[config.mk]
export PLATFORM = sky130hd
export DESIGN_NAME = mvcam_top
export DESIGN_NICKNAME = d
export VERILOG_FILES = /design/src/rtl/mvcam_pkg.sv /design/src/rtl/mvcam_ctrl.sv /design/src/rtl/mvcam_datapath.sv /design/src/rtl/mvcam_top.sv
export SDC_FILE = /design/constraint.sdc
export NUM_CORES = 1
export LEC_CHECK = 0
export CAP_MARGIN = 25
export CORE_MARGIN = 5
export CORE_UTILIZATION = 60
export CTS_CLUSTER_SIZE = 40
export DETAILED_ROUTE_END_ITERATION = 16
export PLACE_DENSITY = 0.88
export REMOVE_ABC_BUFFERS = 1
export SLEW_MARGIN = 20
export SYNTH_ARGS = -nofsm -noshare
export SYNTH_HDL_FRONTEND = slang
export SYNTH_SLANG_ARGS = --single-unit
[constraint.sdc]
create_clock -name clk -period 3.39 [get_ports clk]
set_input_delay 0.339 -clock clk [delete_from_list [all_inputs] [get_ports clk]]
set_output_delay 0.339 -clock clk [all_outputs]
set_load 0.05 [all_outputs]
[src/rtl/mvcam_pkg.sv]
package mvcam_pkg;

  // Strobes from the sequencer to the datapath
  typedef struct packed {
    logic preset;     // accepted start: capture reference, preset flags
    logic compare;    // a digit step is in progress this cycle
    logic holdWrite;  // incoming write must be parked
    logic flushPend;  // pending write may be committed
  } camStrobe_t;

  // {hi, lo} result codes
  localparam logic [1:0] CODE_EQ = 2'b01;
  localparam logic [1:0] CODE_LT = 2'b11;  // reference below stored
  localparam logic [1:0] CODE_GT = 2'b00;  // reference above stored

endpackage

[src/rtl/mvcam_ctrl.sv]
module mvcam_ctrl
  import mvcam_pkg::*;
#(
  parameter int DIGITS = 8,
  parameter int DIG_W  = 3
) (
  input  logic             clk,
  input  logic             rstN,
  input  logic             srchStart,
  output camStrobe_t       strobe,
  output logic [DIG_W-1:0] digitSel,
  output logic             busy,
  output logic             done
);

  logic             busyQ;
  logic             doneQ;
  logic [DIG_W-1:0] cntQ;

  always_comb begin
    strobe.preset    = srchStart & ~busyQ;
    strobe.compare   = busyQ;
    strobe.holdWrite = busyQ | (srchStart & ~busyQ);
    strobe.flushPend = ~busyQ;
  end

  always_ff @(posedge clk) begin
    if (!rstN) begin
      busyQ <= 1'b0;
      doneQ <= 1'b0;
      cntQ  <= '0;
    end else begin
      doneQ <= 1'b0;
      if (strobe.preset) begin
        busyQ <= 1'b1;
        cntQ  <= DIG_W'(DIGITS - 1);
      end else if (busyQ) begin
        if (cntQ == '0) begin
          busyQ <= 1'b0;
          doneQ <= 1'b1;
        end else begin
          cntQ <= cntQ - 1'b1;
        end
      end
    end
  end

  assign digitSel = cntQ;
  assign busy     = busyQ;
  assign done     = doneQ;

endmodule

[src/rtl/mvcam_datapath.sv]
module mvcam_datapath
  import mvcam_pkg::*;
#(
  parameter int WORDS  = 8,
  parameter int WIDTH  = 16,
  parameter int DIGITS = 8,
  parameter int DIG_W  = 3,
  parameter int IDX_W  = 3
) (
  input  logic             clk,
  input  logic             rstN,
  input  camStrobe_t       strobe,
  input  logic [DIG_W-1:0] digitSel,
  input  logic             wrEn,
  input  logic [IDX_W-1:0] wrAddr,
  input  logic [WIDTH-1:0] wrData,
  input  logic [WIDTH-1:0] srchRef,
  output logic [WORDS-1:0] hiVec,
  output logic [WORDS-1:0] loVec
);

  logic [WIDTH-1:0] memQ [WORDS];
  logic             pendValidQ;
  logic [IDX_W-1:0] pendAddrQ;
  logic [WIDTH-1:0] pendDataQ;
  logic [WIDTH-1:0] refQ;
  logic [WORDS-1:0] hiQ;
  logic [WORDS-1:0] loQ;
  logic [1:0]       refDigit;

  function automatic logic [1:0] digitOf(input logic [WIDTH-1:0] v,
                                         input logic [DIG_W-1:0] idx);
    return v[int'(idx)*2 +: 2];
  endfunction

  // Storage: pending commit first, a direct idle write overrides it
  always_ff @(posedge clk) begin
    if (!rstN) begin
      for (int w = 0; w < WORDS; w++) memQ[w] <= '0;
    end else begin
      for (int w = 0; w < WORDS; w++) begin
        if (strobe.flushPend && pendValidQ && pendAddrQ == IDX_W'(w))
          memQ[w] <= pendDataQ;
        if (wrEn && !strobe.holdWrite && wrAddr == IDX_W'(w))
          memQ[w] <= wrData;
      end
    end
  end

  // Single pending slot, last deferred write wins
  always_ff @(posedge clk) begin
    if (!rstN) begin
      pendValidQ <= 1'b0;
      pendAddrQ  <= '0;
      pendDataQ  <= '0;
    end else if (wrEn && strobe.holdWrite) begin
      pendValidQ <= 1'b1;
      pendAddrQ  <= wrAddr;
      pendDataQ  <= wrData;
    end else if (strobe.flushPend) begin
      pendValidQ <= 1'b0;
    end
  end

  always_ff @(posedge clk) begin
    if (!rstN)              refQ <= '0;
    else if (strobe.preset) refQ <= srchRef;
  end

  assign refDigit = digitOf(refQ, digitSel);

  // Per-word flag pairs; frozen once they leave the equal code
  always_ff @(posedge clk) begin
    if (!rstN || strobe.preset) begin
      hiQ <= '0;
      loQ <= '1;
    end else if (strobe.compare) begin
      for (int w = 0; w < WORDS; w++) begin
        if ({hiQ[w], loQ[w]} == CODE_EQ) begin
          if (refDigit < digitOf(memQ[w], digitSel))      hiQ[w] <= 1'b1;
          else if (refDigit > digitOf(memQ[w], digitSel)) loQ[w] <= 1'b0;
        end
      end
    end
  end

  assign hiVec = hiQ;
  assign loVec = loQ;

endmodule

[src/rtl/mvcam_top.sv]
module mvcam_top
  import mvcam_pkg::*;
#(
  parameter int WORDS = 8,
  parameter int WIDTH = 16,
  localparam int IDX_W = (WORDS > 1) ? $clog2(WORDS) : 1
) (
  input  logic             clk,
  input  logic             rstN,
  input  logic             wrEn,
  input  logic [IDX_W-1:0] wrAddr,
  input  logic [WIDTH-1:0] wrData,
  input  logic             srchStart,
  input  logic [WIDTH-1:0] srchRef,
  output logic             busy,
  output logic             done,
  output logic [WORDS-1:0] matchVec,
  output logic [WORDS-1:0] flagHi,
  output logic [WORDS-1:0] flagLo
);

  localparam int DIGITS = WIDTH / 2;
  localparam int DIG_W  = (DIGITS > 1) ? $clog2(DIGITS) : 1;

  camStrobe_t       strobe;
  logic [DIG_W-1:0] digitSel;

  mvcam_ctrl #(.DIGITS(DIGITS), .DIG_W(DIG_W)) u_ctrl (
    .clk       (clk),
    .rstN      (rstN),
    .srchStart (srchStart),
    .strobe    (strobe),
    .digitSel  (digitSel),
    .busy      (busy),
    .done      (done)
  );

  mvcam_datapath #(
    .WORDS(WORDS), .WIDTH(WIDTH), .DIGITS(DIGITS), .DIG_W(DIG_W), .IDX_W(IDX_W)
  ) u_dp (
    .clk      (clk),
    .rstN     (rstN),
    .strobe   (strobe),
    .digitSel (digitSel),
    .wrEn     (wrEn),
    .wrAddr   (wrAddr),
    .wrData   (wrData),
    .srchRef  (srchRef),
    .hiVec    (flagHi),
    .loVec    (flagLo)
  );

  assign matchVec = ~flagHi & flagLo;

endmodule

==> flow_summary.ini, run 1 <==
[run_status]
status = completed

[cells_and_area]
multi_input_comb_area_sq_mm = 0.00462
drive_gt1_share_pct = 18.3
fin_util_pct = 69.1
diodes = 0
layout.nets = 971
area_delta_synth_final_pct = 13.5
fill_cells = 1141
ff_latch_area_sq_mm = 0.00499

[floorplan]
die_y_um = 139
die_w_um = 139
placementRows = 47
io_pins = 65
dieArea_sq_mm = 0.0194
core_sq_mm = 0.0165
start_util_pct = 60.9

[sta]
tightest_slew_ps = 828
drv_slew = 0
slew-limit-headroom_pct = 44.6
period_share_pct = 79.2
skew_ps = 5.89
rsz0062_at_grt = no
finalSetupViolations = 0
fin_crit_ps = 2680
hold_violations = 0
timing.fmax_mhz = 372

[hold_path]
worstHoldPathCells = 2
hold_class = input port to flip-flop

[setup_path]
worstSetupPathType = flip-flop to flip-flop
crit_required_ps = 3750
crit_chain = buf_4 > mux4_2 > mux2i_1 > ha_1 > nor2b_1 > or3_1 > a21oi_1
critPathTopFamily = multiplexers
critPathMaxFanout = 25
cpMaxStageDelayCell = mux4_2
slowest_delay_ps = 600
path_depth = 7
end_kind = flip-flop
start_kind = flip-flop
worstRegToRegCells = 7
critical_path_arrival_ps = 3040
crit_buf_inv = 1

[clock_network]
cts.clk_slew.worst_paths_ps = 60
htreeDepth = 4
worstSkewPairLatency_ps = 430
cts_buffers = 17
post-cts-setup-buffers = 0
ctsResizeCount = 0
holdBufCountCts = 0
cts_buffer_depth = 2
cts.sinks = 185
cts_tree = done
ctsRootBufferMaster = clkbuf_16

[synthesis]
synth_edf_count = 128
synth_cells = 874
synth_top_area_share_pct = 38.3
syn_avg_cell_area_sq_um = 11.5
synth_xor_xnor_area_share_pct = 0
async_reset_ff_share_pct = 0
synth_compound_area_share_pct = 7.95
yosysMostFrequentCell = nand2_1
synthAdderAreaFrac_pct = 2.25
synth_top_family_by_area = multiplexers
synth.distinct_cells = 49
synth.area.top_cells = edfxtp_1, dfxtp_1, mux4_2
ys_ff_latch = 185
synth_simple_gate_area_share_pct = 17.5
synth_common_cells = nand2_1, edfxtp_1, nand3_1
ys.warnings.count = 0
synth_area_sq_mm = 0.0100
ys.flop_type = edfxtp_1
ys_seq_area_share_pct = 49.7
yosysTopAreaCell = edfxtp_1
muxShareOfSynthArea_pct = 18.4

[route]
via_per_inst = 6.58
avgRoutedWirePerCell_um = 22.1
antenna_left = 0
drtIter0Drc = 987
num_vias = 7549
first_pass_iters = 6
drt_wl_total_um = 25400
drc_errors = 0

[pwr]
p_per_area_mw_per_mm2 = 490
max-vdd-ir-drop_mv = 0.405
p_total_w = 0.00558
leakage_nw = 4.39

[place]
portBuffers = 64
finalWeightedCongestion = 0.857
hpwl_um = 16400

[global_routing]
grt_pass1_vias = 7399
grt_pass1_wl_um = 39900
grt_max_degree = 77
grt-ovfl-total = 0
grt_usage_pct = 26.1
antenna_found_initial = 0

[flow_run]
max_cap_viol_count = 0
## routing by layer
metal	vias up	global-route usage (%)	share of wire [%]
li1	3317	-	-
met1	3617	32.6	36
met2	499	43.8	50
met3	116	4.63	9.5
met4	0	13.0	4.4
met5	-	0	0
## final cells by class
type | count | area share, %
clock buffers | 23 | 4.39
clock inverters | 9 | 0.814
inverters | 10 | 0.330
multi-input cells | 605 | 40.6
flip-flops and latches | 185 | 43.8
well taps | 220 | 2.42
repair buffers | 95 | 7.63
## cells by family after synthesis
logic type                 count (synthesis)
and+or+nand+nor                          346
buffers and inverters                     84
muxes                                    126
AOI/OAI and AO/OA                        115
DFF                                      185
adders and majority gates                 18
## metrics by stage
| stage | hold WS [ps] | instance area [sq um] | setup WS (ps) | setup TNS [ps] | cells |
|---|---|---|---|---|---|
| detailed placement | 460 | 10800 | 367 | 0 | 1115 |
| floorplan | 440 | 9640 | -191 | -2960 | 800 |
| global placement | 451 | 10800 | 526 | 0 | 1115 |
| finish | 306 | 11400 | 705 | 0 | 1147 |
| global route | 307 | 11400 | 552 | 0 | 1147 |
| CTS | 290 | 11400 | 691 | 0 | 1147 |
## sequential cells by signal, summed over array words and instances, names as in the netlist
| name | count |
|---|---|
| u_ctrl.busy | 1 |
| u_ctrl.done | 1 |
| u_dp.pendAddrQ | 3 |
| u_dp.refQ | 16 |
| u_dp.hiVec | 8 |
| u_ctrl.digitSel | 3 |
| u_dp.loVec | 8 |
| u_dp.pendValidQ | 1 |
| u_dp.pendDataQ | 16 |
| u_dp.memQ | 128 |
## power by group
group / switching (W) / internal, W / leakage [nW]
logic: 0.000578 / 0.000384 / 2.30
clock network: 0.000821 / 0.00118 / 0.297
registers: 0.0000809 / 0.00254 / 1.79
total: 0.00148 / 0.00410 / 4.39
## final timing paths
path                                                       from                              to  slack (ps)
worst max-delay path            u_ctrl.digitSel[0]$_SDFFE_PN0P_      u_dp.hiVec[1]$_SDFFE_PP0P_         710
worst min-delay path                                       rstN  u_dp.pendDataQ[2]$_SDFFE_PN0P_         310
worst max register to register  u_ctrl.digitSel[0]$_SDFFE_PN0P_      u_dp.hiVec[1]$_SDFFE_PP0P_         710
worst min register to register       u_dp.refQ[14]$_SDFFE_PN0P_      u_dp.refQ[14]$_SDFFE_PN0P_         470
## cells in the final DEF, fill, tap and decap left out, drive strengths merged, types with 2 or more instances in the layout
| master | netlist | layout |
|---|---|---|
| or3 | 8 | 8 |
| nand3b | 5 | 5 |
| and2 | 6 | 6 |
| a22oi | 2 | 2 |
| mux2i | 41 | 41 |
| inv | 10 | 10 |
| mux2 | 49 | 49 |
| and3 | 65 | 65 |
| clkbuf | 36 | 23 |
| nor2b | 20 | 20 |
| edfxtp | 128 | 128 |
| clkinv | 0 | 7 |
| a21boi | 36 | 36 |
| nor3 | 2 | 2 |
| a21oi | 8 | 8 |
| nand2 | 157 | 157 |
| nor3b | 3 | 3 |
| and4bb | 2 | 2 |
| and4b | 4 | 4 |
| a21o | 8 | 8 |
| nand3 | 68 | 68 |
| bufinv | 0 | 2 |
| o21ai | 33 | 33 |
| clkdlybuf4s50 | 0 | 63 |
| o211a | 2 | 2 |
| mux4 | 36 | 36 |
| dfxtp | 57 | 57 |
| a31o | 16 | 16 |
| ha | 18 | 18 |
| o2111ai | 8 | 8 |
| buf | 38 | 32 |
Power figures use the tool's default switching activity.
==> run 2, diff against run 1 <==
--- a/config.mk
+++ b/config.mk
@@ -7,10 +7,10 @@
 export LEC_CHECK = 0
 export CAP_MARGIN = 25
 export CORE_MARGIN = 5
-export CORE_UTILIZATION = 60
+export CORE_UTILIZATION = 54
 export CTS_CLUSTER_SIZE = 40
 export DETAILED_ROUTE_END_ITERATION = 16
-export PLACE_DENSITY = 0.88
+export PLACE_DENSITY = 0.84
 export REMOVE_ABC_BUFFERS = 1
 export SLEW_MARGIN = 20
 export SYNTH_ARGS = -nofsm -noshare
==> constraint.sdc (replaced) <==
create_clock -name clk -period 2.4 [get_ports clk]
set_input_delay 0.24 -clock clk [delete_from_list [all_inputs] [get_ports clk]]
set_output_delay 0.24 -clock clk [all_outputs]
set_load 0.05 [all_outputs]
==> run 2 against run 1 <==
Utilization down 4.2 points. Sequential share of layout area down 1.5 points. Clock power increased by 43%. Critical path type unchanged.
==> flow_summary.ini, run 2 (synthesis gave the netlist of run 1 again) <==
[clock_network]
worstSkewPairLatency_ps = 430
post-cts-setup-buffers = 0
htreeDepth = 4
cts_tree = done
holdBufCountCts = 0
cts.sinks = 185
cts_buffers = 17
ctsRootBufferMaster = clkbuf_16
cts.clk_slew.worst_paths_ps = 70
cts_buffer_depth = 2

[global_routing]
grt_pass1_wl_um = 39400
grt-ovfl-total = 0
antenna_found_initial = 0
grt_pass1_vias = 7316
grt_usage_pct = 23.1
grt_max_degree = 48

[setup_path]
start_kind = flip-flop
cp-startpoint = u_ctrl.digitSel[0]$_SDFFE_PN0P_
worstSetupPathType = flip-flop to flip-flop
critical_path_arrival_ps = 2630
critPathMaxFanout = 7
r2r-start = u_ctrl.digitSel[0]$_SDFFE_PN0P_
reg2reg_setup_slack_ps = 130
crit_required_ps = 2760
end_kind = flip-flop
worstRegToRegCells = 7

[pwr]
p_int_w = 0.00579
p_per_area_mw_per_mm2 = 678
max-vdd-ir-drop_mv = 0.520
pwr-share-comb_pct = 17.9
clkPwrFrac_pct = 35.7
power.switching_w = 0.00220
swShare_pct = 27.5
p_seq_share_pct = 46.3
leakage_nw = 4.57

[route]
avgRoutedWirePerCell_um = 21.6
first_pass_iters = 5
antenna_left = 0
drt_wl_total_um = 25400
drc_errors = 0
via_per_inst = 6.38
num_vias = 7532
drtIter0Drc = 866

[sta]
tightest_slew_ps = 742
period_share_pct = 94.5
finalSetupViolations = 0
drv_slew = 0
skew_ps = 10.1
hold-worst-slack_ps = 224
setup_ws_ps = 132
fin_crit_ps = 2270
slew-limit-headroom_pct = 50.5
hold_violations = 0
timing.fmax_mhz = 441
rsz0062_at_grt = no
finalSetupTns_ps = 0

[hold_path]
min-delay-start = rstN
hold_class = input port to flip-flop
worstHoldPathCells = 2

[cells_and_area]
diodes = 0
largest_register = u_dp.memQ
fill_cells = 1320
final_cell_mix = nand2_1, edfxtp_1, nand3_1, and3_1, clkdlybuf4s50_1
layout.nets = 995
drive_gt1_share_pct = 21.0
area_delta_synth_final_pct = 17.5
fin_util_pct = 64.9
reg_top3 = u_dp.memQ x128, u_dp.pendDataQ x16, u_dp.refQ x16
final_common_cell = nand2_1
largest_register_ff_count = 128

[floorplan]
dieArea_sq_mm = 0.0214
placementRows = 49
io_pins = 65
core_sq_mm = 0.0181
die_y_um = 146
start_util_pct = 55.3
die_w_um = 146

[place]
finalWeightedCongestion = 0.885
portBuffers = 64
dp_slack_ps = 77.3
hpwl_um = 16800

[flow_run]
max_cap_viol_count = 0

[run_status]
status = completed
run 2: cell types whose count changed in the layout (fill, tap and decap cells not counted), sizes merged:
cell           change
clkinv             -3
inv                +4
bufinv             -1
clkinvlp           +2
buf               +23
clkdlybuf4s50      -1
run 2: worst paths after layout:
path,endpoint
hold reg to reg,u_dp.refQ[4]$_SDFFE_PN0P_
hold / removal,u_dp.pendDataQ[12]$_SDFFE_PN0P_
setup reg to reg,u_dp.hiVec[5]$_SDFFE_PP0P_
setup / recovery,u_dp.hiVec[5]$_SDFFE_PP0P_
run 2: power groups by stage:
stage               clock, W  sequential, W  combinational, W
finish               0.00286        0.00370           0.00143
floorplan                  0        0.00386          0.000721
global placement           0        0.00375           0.00135
global route         0.00298        0.00372           0.00155
CTS                  0.00286        0.00369           0.00140
detailed placement         0        0.00376           0.00139
run 2: area by class of cell:
cell class | instances | area [sq um] | share of cell area [%]
clock buffer | 21 | 493 | 4.18
timing repair buffer | 119 | 1240 | 10.6
inverter | 10 | 37.5 | 0.319
multi-input combinational | 605 | 4630 | 39.3
sequential | 185 | 4990 | 42.3
clock inverter | 11 | 108 | 0.913
tap | 229 | 287 | 2.43
run 2: worst max-delay path, stage by stage, from the launching register on:
cell and delay, ps:
dfxtp_4 430, clkbuf_16 200, mux4_2 510, mux2i_1 160, ha_1 260, nor2b_1 140
or3_1 340, a21oi_1 140
run 2: metrics by stage:
| step | power (W) | cell area, sq um | cells |
|---|---|---|---|
| global placement | 0.00510 | 11100 | 1146 |
| detailed placement | 0.00515 | 11100 | 1146 |
| CTS | 0.00795 | 11700 | 1178 |
| floorplan | 0.00458 | 9640 | 800 |
| finish | 0.00799 | 11800 | 1180 |
| global route | 0.00824 | 11800 | 1180 |
run 2: repair_timing:
item,CTS,global route
endpoints found under the setup margin,0,15
resized for setup,0,3
hold endpoints to repair,0,0
run 2: routing by layer:
layer | track usage (%) | vias to the layer above | wire length [um]
li1 | - | 3373 | -
met1 | 30.0 | 3650 | 9920
met2 | 39.4 | 415 | 12800
met3 | 2.97 | 94 | 1720
met4 | 9.45 | 0 | 971
met5 | 0 | - | 0
